### src/rtl/dma_channel_pkg.sv
package dma_channel_pkg;
   localparam int REG_W = 32;

   localparam logic [1:0] SEL_ADDR  = 2'd0;
   localparam logic [1:0] SEL_COUNT = 2'd1;
   localparam logic [1:0] SEL_CTRL  = 2'd2;

   localparam int CTL_IRQ  = 31;
   localparam int CTL_IE   = 30;
   localparam int CTL_DIR  = 1;
   localparam int CTL_DONE = 0;
endpackage

### src/rtl/dma_ch_regs.sv
module dma_ch_regs
   import dma_channel_pkg::*;
#(
   parameter int ADDR_W = 32,
   parameter int CNT_W  = 16,
   parameter int STEP   = 4
) (
   input  logic              clk,
   input  logic              rst_n,
   input  logic              reg_wr,
   input  logic              reg_rd,
   input  logic [1:0]        reg_sel,
   input  logic [REG_W-1:0]  reg_wdata,
   output logic [REG_W-1:0]  reg_rdata,
   input  logic              beat,
   output logic [ADDR_W-1:0] cur_addr,
   output logic [CNT_W-1:0]  cnt,
   output logic              active,
   output logic              dir,
   output logic              ie,
   output logic              irq
);
   localparam logic [ADDR_W-1:0] ADDR_INC = ADDR_W'(STEP);

   logic done_q;
   logic last_beat;
   logic ctrl_read;

   assign active    = (cnt != '0);
   assign last_beat = beat && (cnt == CNT_W'(1));
   assign ctrl_read = reg_rd && (reg_sel == SEL_CTRL);

   always_ff @(posedge clk) begin
      if (!rst_n) begin
         cur_addr <= '0;
         cnt      <= '0;
         dir      <= 1'b0;
         ie       <= 1'b0;
         irq      <= 1'b0;
         done_q   <= 1'b0;
      end else begin
         if (beat) begin
            cur_addr <= cur_addr + ADDR_INC;
            cnt      <= cnt - CNT_W'(1);
         end
         if (last_beat) begin
            done_q <= 1'b1;
         end
         if (last_beat && ie) begin
            irq <= 1'b1;
         end else if (ctrl_read) begin
            irq <= 1'b0;
         end
         if (reg_wr && !active) begin
            case (reg_sel)
               SEL_ADDR:  cur_addr <= reg_wdata[ADDR_W-1:0];
               SEL_COUNT: begin
                  cnt    <= reg_wdata[CNT_W-1:0];
                  done_q <= 1'b0;
               end
               SEL_CTRL:  dir <= reg_wdata[CTL_DIR];
               default:   ;
            endcase
         end
         if (reg_wr && (reg_sel == SEL_CTRL)) begin
            ie <= reg_wdata[CTL_IE];
         end
      end
   end

   always_comb begin
      reg_rdata = '0;
      case (reg_sel)
         SEL_ADDR:  reg_rdata[ADDR_W-1:0] = cur_addr;
         SEL_COUNT: reg_rdata[CNT_W-1:0]  = cnt;
         SEL_CTRL: begin
            reg_rdata[CTL_IRQ]  = irq;
            reg_rdata[CTL_IE]   = ie;
            reg_rdata[CTL_DIR]  = dir;
            reg_rdata[CTL_DONE] = done_q;
         end
         default:   reg_rdata = '0;
      endcase
   end
endmodule

### src/rtl/dma_ch_seq.sv
module dma_ch_seq #(
   parameter int IDLE_GAP = 1
) (
   input  logic clk,
   input  logic rst_n,
   input  logic active,
   input  logic mem_gnt,
   output logic mem_req,
   output logic beat
);
   localparam int GAP_W = $clog2(IDLE_GAP + 1);

   logic [GAP_W-1:0] gap_cnt;

   assign mem_req = active && (gap_cnt == '0);
   assign beat    = mem_req && mem_gnt;

   always_ff @(posedge clk) begin
      if (!rst_n) begin
         gap_cnt <= '0;
      end else if (beat) begin
         gap_cnt <= GAP_W'(IDLE_GAP);
      end else if (gap_cnt != '0) begin
         gap_cnt <= gap_cnt - GAP_W'(1);
      end
   end
endmodule

### src/rtl/dma_ch_path.sv
module dma_ch_path #(
   parameter int DATA_W      = 32,
   parameter bit DEV_OUT_REG = 1'b1
) (
   input  logic              clk,
   input  logic              rst_n,
   input  logic              beat,
   input  logic              dir,
   input  logic [DATA_W-1:0] mem_rdata,
   input  logic [DATA_W-1:0] dev_in_data,
   output logic              mem_we,
   output logic [DATA_W-1:0] mem_wdata,
   output logic              dev_in_ack,
   output logic              dev_out_valid,
   output logic [DATA_W-1:0] dev_out_data
);
   assign mem_we     = !dir;
   assign mem_wdata  = dev_in_data;
   assign dev_in_ack = beat && !dir;

   generate
      if (DEV_OUT_REG) begin : g_out_flop
         always_ff @(posedge clk) begin
            if (!rst_n) begin
               dev_out_valid <= 1'b0;
               dev_out_data  <= '0;
            end else begin
               dev_out_valid <= beat && dir;
               if (beat && dir) begin
                  dev_out_data <= mem_rdata;
               end
            end
         end
      end else begin : g_out_direct
         assign dev_out_valid = beat && dir;
         assign dev_out_data  = mem_rdata;
      end
   endgenerate
endmodule

### src/rtl/dma_channel.sv
module dma_channel
   import dma_channel_pkg::*;
#(
   parameter int ADDR_W      = 32,
   parameter int DATA_W      = 32,
   parameter int CNT_W       = 16,
   parameter int IDLE_GAP    = 1,
   parameter bit DEV_OUT_REG = 1'b1
) (
   input  logic              clk,
   input  logic              rst_n,
   input  logic [1:0]        reg_sel,
   input  logic              reg_wr,
   input  logic              reg_rd,
   input  logic [31:0]       reg_wdata,
   output logic [31:0]       reg_rdata,
   output logic              mem_req,
   input  logic              mem_gnt,
   output logic [ADDR_W-1:0] mem_addr,
   output logic              mem_we,
   output logic [DATA_W-1:0] mem_wdata,
   input  logic [DATA_W-1:0] mem_rdata,
   input  logic [DATA_W-1:0] dev_in_data,
   output logic              dev_in_ack,
   output logic              dev_out_valid,
   output logic [DATA_W-1:0] dev_out_data,
   output logic              irq
);
   localparam int STEP = DATA_W / 8;

   generate
      if (DATA_W < 8 || (DATA_W % 8) != 0) begin : g_bad_data_w
         $error("DATA_W must be a nonzero multiple of 8");
      end
      if (ADDR_W < 4 || ADDR_W > REG_W) begin : g_bad_addr_w
         $error("ADDR_W must lie between 4 and the register width");
      end
      if (CNT_W < 1 || CNT_W > 30) begin : g_bad_cnt_w
         $error("CNT_W must lie between 1 and 30");
      end
      if (IDLE_GAP < 1) begin : g_bad_gap
         $error("IDLE_GAP must be at least 1");
      end
   endgenerate

   logic              beat;
   logic              active;
   logic              dir;
   logic              ie;
   logic [CNT_W-1:0]  cnt;
   logic [ADDR_W-1:0] cur_addr;

   assign mem_addr = cur_addr;

   dma_ch_regs #(
      .ADDR_W (ADDR_W),
      .CNT_W  (CNT_W),
      .STEP   (STEP)
   ) u_regs (
      .clk       (clk),
      .rst_n     (rst_n),
      .reg_wr    (reg_wr),
      .reg_rd    (reg_rd),
      .reg_sel   (reg_sel),
      .reg_wdata (reg_wdata),
      .reg_rdata (reg_rdata),
      .beat      (beat),
      .cur_addr  (cur_addr),
      .cnt       (cnt),
      .active    (active),
      .dir       (dir),
      .ie        (ie),
      .irq       (irq)
   );

   dma_ch_seq #(
      .IDLE_GAP (IDLE_GAP)
   ) u_seq (
      .clk     (clk),
      .rst_n   (rst_n),
      .active  (active),
      .mem_gnt (mem_gnt),
      .mem_req (mem_req),
      .beat    (beat)
   );

   dma_ch_path #(
      .DATA_W      (DATA_W),
      .DEV_OUT_REG (DEV_OUT_REG)
   ) u_path (
      .clk           (clk),
      .rst_n         (rst_n),
      .beat          (beat),
      .dir           (dir),
      .mem_rdata     (mem_rdata),
      .dev_in_data   (dev_in_data),
      .mem_we        (mem_we),
      .mem_wdata     (mem_wdata),
      .dev_in_ack    (dev_in_ack),
      .dev_out_valid (dev_out_valid),
      .dev_out_data  (dev_out_data)
   );
endmodule

### config.mk
export PLATFORM = sky130hd
export DESIGN_NAME = dma_channel
export DESIGN_NICKNAME = d
export VERILOG_FILES = /design/src/rtl/dma_channel_pkg.sv /design/src/rtl/dma_ch_regs.sv /design/src/rtl/dma_ch_seq.sv /design/src/rtl/dma_ch_path.sv /design/src/rtl/dma_channel.sv
export SDC_FILE = /design/constraint.sdc
export NUM_CORES = 1
export LEC_CHECK = 0
export ABC_AREA = 1
export CORE_UTILIZATION = 47
export CTS_CLUSTER_SIZE = 25
export DETAILED_ROUTE_END_ITERATION = 8
export PLACE_DENSITY = 0.87
export SLEW_MARGIN = 25
export SYNTH_ARGS = -nofsm -noshare
export SYNTH_HDL_FRONTEND = slang
export SYNTH_SLANG_ARGS = --single-unit
export TNS_END_PERCENT = 30
### constraint.sdc
create_clock -name clk -period 4.9 [get_ports clk]
set_clock_uncertainty 0.15 [all_clocks]
set_input_delay 0.49 -clock clk [delete_from_list [all_inputs] [get_ports clk]]
set_output_delay 0.49 -clock clk [all_outputs]
set_load 0.1 [all_outputs]
==> results.json <==
{
  "status": "complete, no violations",
  "drt_pass1_iterations": 6,
  "dr_total_vias": 6138,
  "fillers": 1093,
  "crit_path_max_fanout": 5,
  "place_ws_ns": 1.644,
  "synthXorXnorAreaFrac_pct": 3.489,
  "drive_gt1_share_pct": 6.221,
  "routed_wl_mm": 17.14,
  "path_class": "flop to primary output",
  "routedWlPerCell_um": 14.24,
  "p_per_area_mw_per_mm2": 494.9,
  "yosys.area_share.simple_pct": 41.03,
  "die_area_mm2": 0.01219,
  "dieHeight_um": 110.4,
  "cp_data_required_time_ns": 4.26,
  "syn_nets": 1047,
  "setup-violations-final": 0,
  "final_hold_viol_count": 0,
  "post_cts_buffers": 0,
  "die_w_um": 110.4,
  "cts_buffer_depth": 2,
  "syn_avg_cell_area_um2": 5.875,
  "min_period_ns": 3.357,
  "synth_top_family_by_area": "simple AND/OR/NAND/NOR gates",
  "arrival_ns": 2.72,
  "syn_inst": 940,
  "postPlaceCellArea_mm2": 0.006930,
  "io_pins": 236,
  "synth_edf_count": 0,
  "cts_tree": "yes",
  "cts.clk_slew.worst_paths_ns": 0.06,
  "power_leakage_nw": 3.466,
  "grt_usage_pct": 27.80,
  "cp-end-kind": "primary output",
  "synth_async_sr_flop_share_pct": 0,
  "clk_latency_ns": 0.34,
  "grt_pass1_vias": 5742,
  "syn2layout_area_growth_pct": 30.83,
  "rsz0062_at_grt": "no",
  "dr.first_iter.drc_count": 587,
  "holdWs_ns": 0.3243,
  "num_rows": 39,
  "maxCapViolations": 0,
  "initial_core_util_pct": 48.37,
  "cts_resized": 0,
  "period_share_pct": 68.52,
  "cts-root-buf": "clkbuf_16",
  "worst_slack_ns": 1.543,
  "htree_levels": 3,
  "clock.fmax_ghz": 0.2979,
  "ctsHoldBuffers": 0,
  "finalSetupTns_ns": 0,
  "place_inst": 1188,
  "clock_sinks": 86,
  "ys_ff_latch": 86,
  "fin_area_mm2": 0.007226,
  "hold_class": "flop to flop",
  "synthDistinctLibCells": 28,
  "totalPowerFinal_mw": 3.576,
  "worstMarginPinSlew_ns": 1.043,
  "grt_pass1_wl_mm": 27.46,
  "numCtsBuffers": 9,
  "core_area_mm2": 0.01142,
  "yosysWarningCount": 0,
  "diodes": 0,
  "synth-adder-area-share_pct": 0.9062,
  "drc_errors": 0,
  "ir_drop_mv": 0.3231,
  "cp-start-kind": "flop",
  "ys_seq_area_share_pct": 31.17,
  "synth_compound_area_share_pct": 8.088,
  "routed_via_density": 5.098,
  "syn_area_mm2": 0.005523,
  "grt_antenna_before_repair": 0,
  "ant_nets": 0,
  "grt_overflow": 0,
  "grt_max_degree": 58,
  "utilization_pct": 63.28,
  "final_cells": 1204,
  "max_slew_margin_pct": 30.23,
  "place.port_buffers": 171,
  "nets": 1163,
  "synth.area.mux_share_pct": 0,
  "hpwl_mm": 12.37,
  "synthFlopType": "dfxtp_1",
  "place.gp.congestion": 0.9471,
  "slew_viol_final": 0
}
placed cells by master, fill, tap and decap left out, types with 2 or more instances in the layout:
cell / count
nor2_4: 2
dfxtp_1: 86
nand3_1: 68
clkbuf_16: 9
clkbuf_8: 2
a21oi_1: 5
nor2_1: 158
o21ai_1: 8
inv_1: 110
and2_1: 2
buf_4: 34
nand4_1: 5
o21ai_0: 68
nor2_2: 6
clkdlybuf4s50_1: 139
ha_1: 4
nand2_2: 3
nand2_1: 313
xor2_1: 19
xnor2_1: 3
o22ai_1: 4
clkinv_4: 3
final timing paths:
kind / from / to / slack, ns / depth (start not counted)
min: u_regs.ie$_SDFFE_PN0P_ / u_regs.ie$_SDFFE_PN0P_ / 0.32 / 2
max reg2reg: u_regs.cnt[0]$_SDFF_PN0_ / u_path.dev_out_data[31]$_SDFFE_PN0P_ / 1.93 / 11
max: u_regs.cnt[0]$_SDFF_PN0_ / dev_in_ack / 1.54 / 8
min reg2reg: u_regs.ie$_SDFFE_PN0P_ / u_regs.ie$_SDFFE_PN0P_ / 0.32 / 2
registers in the layout (all words and copies together) (netlist names):
register / flops
u_path.dev_out_data: 32
u_regs.done_q: 1
u_seq.gap_cnt: 1
u_regs.ie: 1
u_path.dev_out_valid: 1
u_regs.irq: 1
u_regs.dir: 1
u_regs.cnt: 16
u_regs.cur_addr: 32
kinds of logic (layout without fill, tap and decap cells):
group | Yosys count | after routing
buffers and inverters | 181 | 302
AOI/OAI and AO/OA | 87 | 87
adders and majority gates | 4 | 4
DFF | 86 | 86
xor gates and xnor gates | 22 | 22
and+or+nand+nor | 560 | 560
power breakdown:
part / leakage [nW] / switching, mW / internal, mW
Combinational: 2.63 / 1.41 / 0.505
Clock: 0.142 / 0.302 / 0.376
Sequential: 0.697 / 0.165 / 0.813
cell type report:
cell class | count | area [µm²] | share of cell area, %
Clock buffer | 11 | 252.7 | 3.498
Clock inverter | 5 | 42.54 | 0.5887
Sequential cell | 86 | 1722 | 23.83
Timing Repair Buffer | 174 | 1652 | 22.86
Tap cell | 143 | 178.9 | 2.476
Inverter | 112 | 422.9 | 5.853
Multi-Input combinational cell | 673 | 2955 | 40.90
worst max-delay path, cell delays in order (launching register included):
cell	delay [ns]
dfxtp_1	0.39
inv_1	0.13
ha_1	0.21
nand2_1	0.11
nor2_2	0.06
nand2_2	0.11
nand3_4	0.07
nor2_1	0.13
clkdlybuf4s50_1	1.16
per-layer routing:
metal	GRT usage (%)	up-vias	share of wire (%)
met5	0	-	0
met1	34.35	2698	42
met3	8.507	48	11
li1	-	3078	-
met4	11.02	0	2.9
met2	45.05	314	45
cell usage after synthesis, types with 4 or more instances:
| master | number | area share, % |
|---|---|---|
| dfxtp_1 | 86 | 31 |
| nor2_2 | 6 | 0.68 |
| clkbuf_1 | 16 | 1.1 |
| buf_4 | 34 | 4.6 |
| nand4_1 | 5 | 0.57 |
| nor2_1 | 158 | 11 |
| a21oi_1 | 5 | 0.45 |
| nand3_1 | 68 | 6.2 |
| inv_1 | 110 | 7.5 |
| o21ai_1 | 8 | 0.72 |
| o22ai_1 | 4 | 0.45 |
| xor2_1 | 19 | 3.0 |
| o21ai_0 | 68 | 6.2 |
| nand2_1 | 313 | 21 |
| buf_2 | 17 | 1.5 |
| ha_1 | 4 | 0.91 |
No activity file was read; power rests on OpenSTA's default activity.
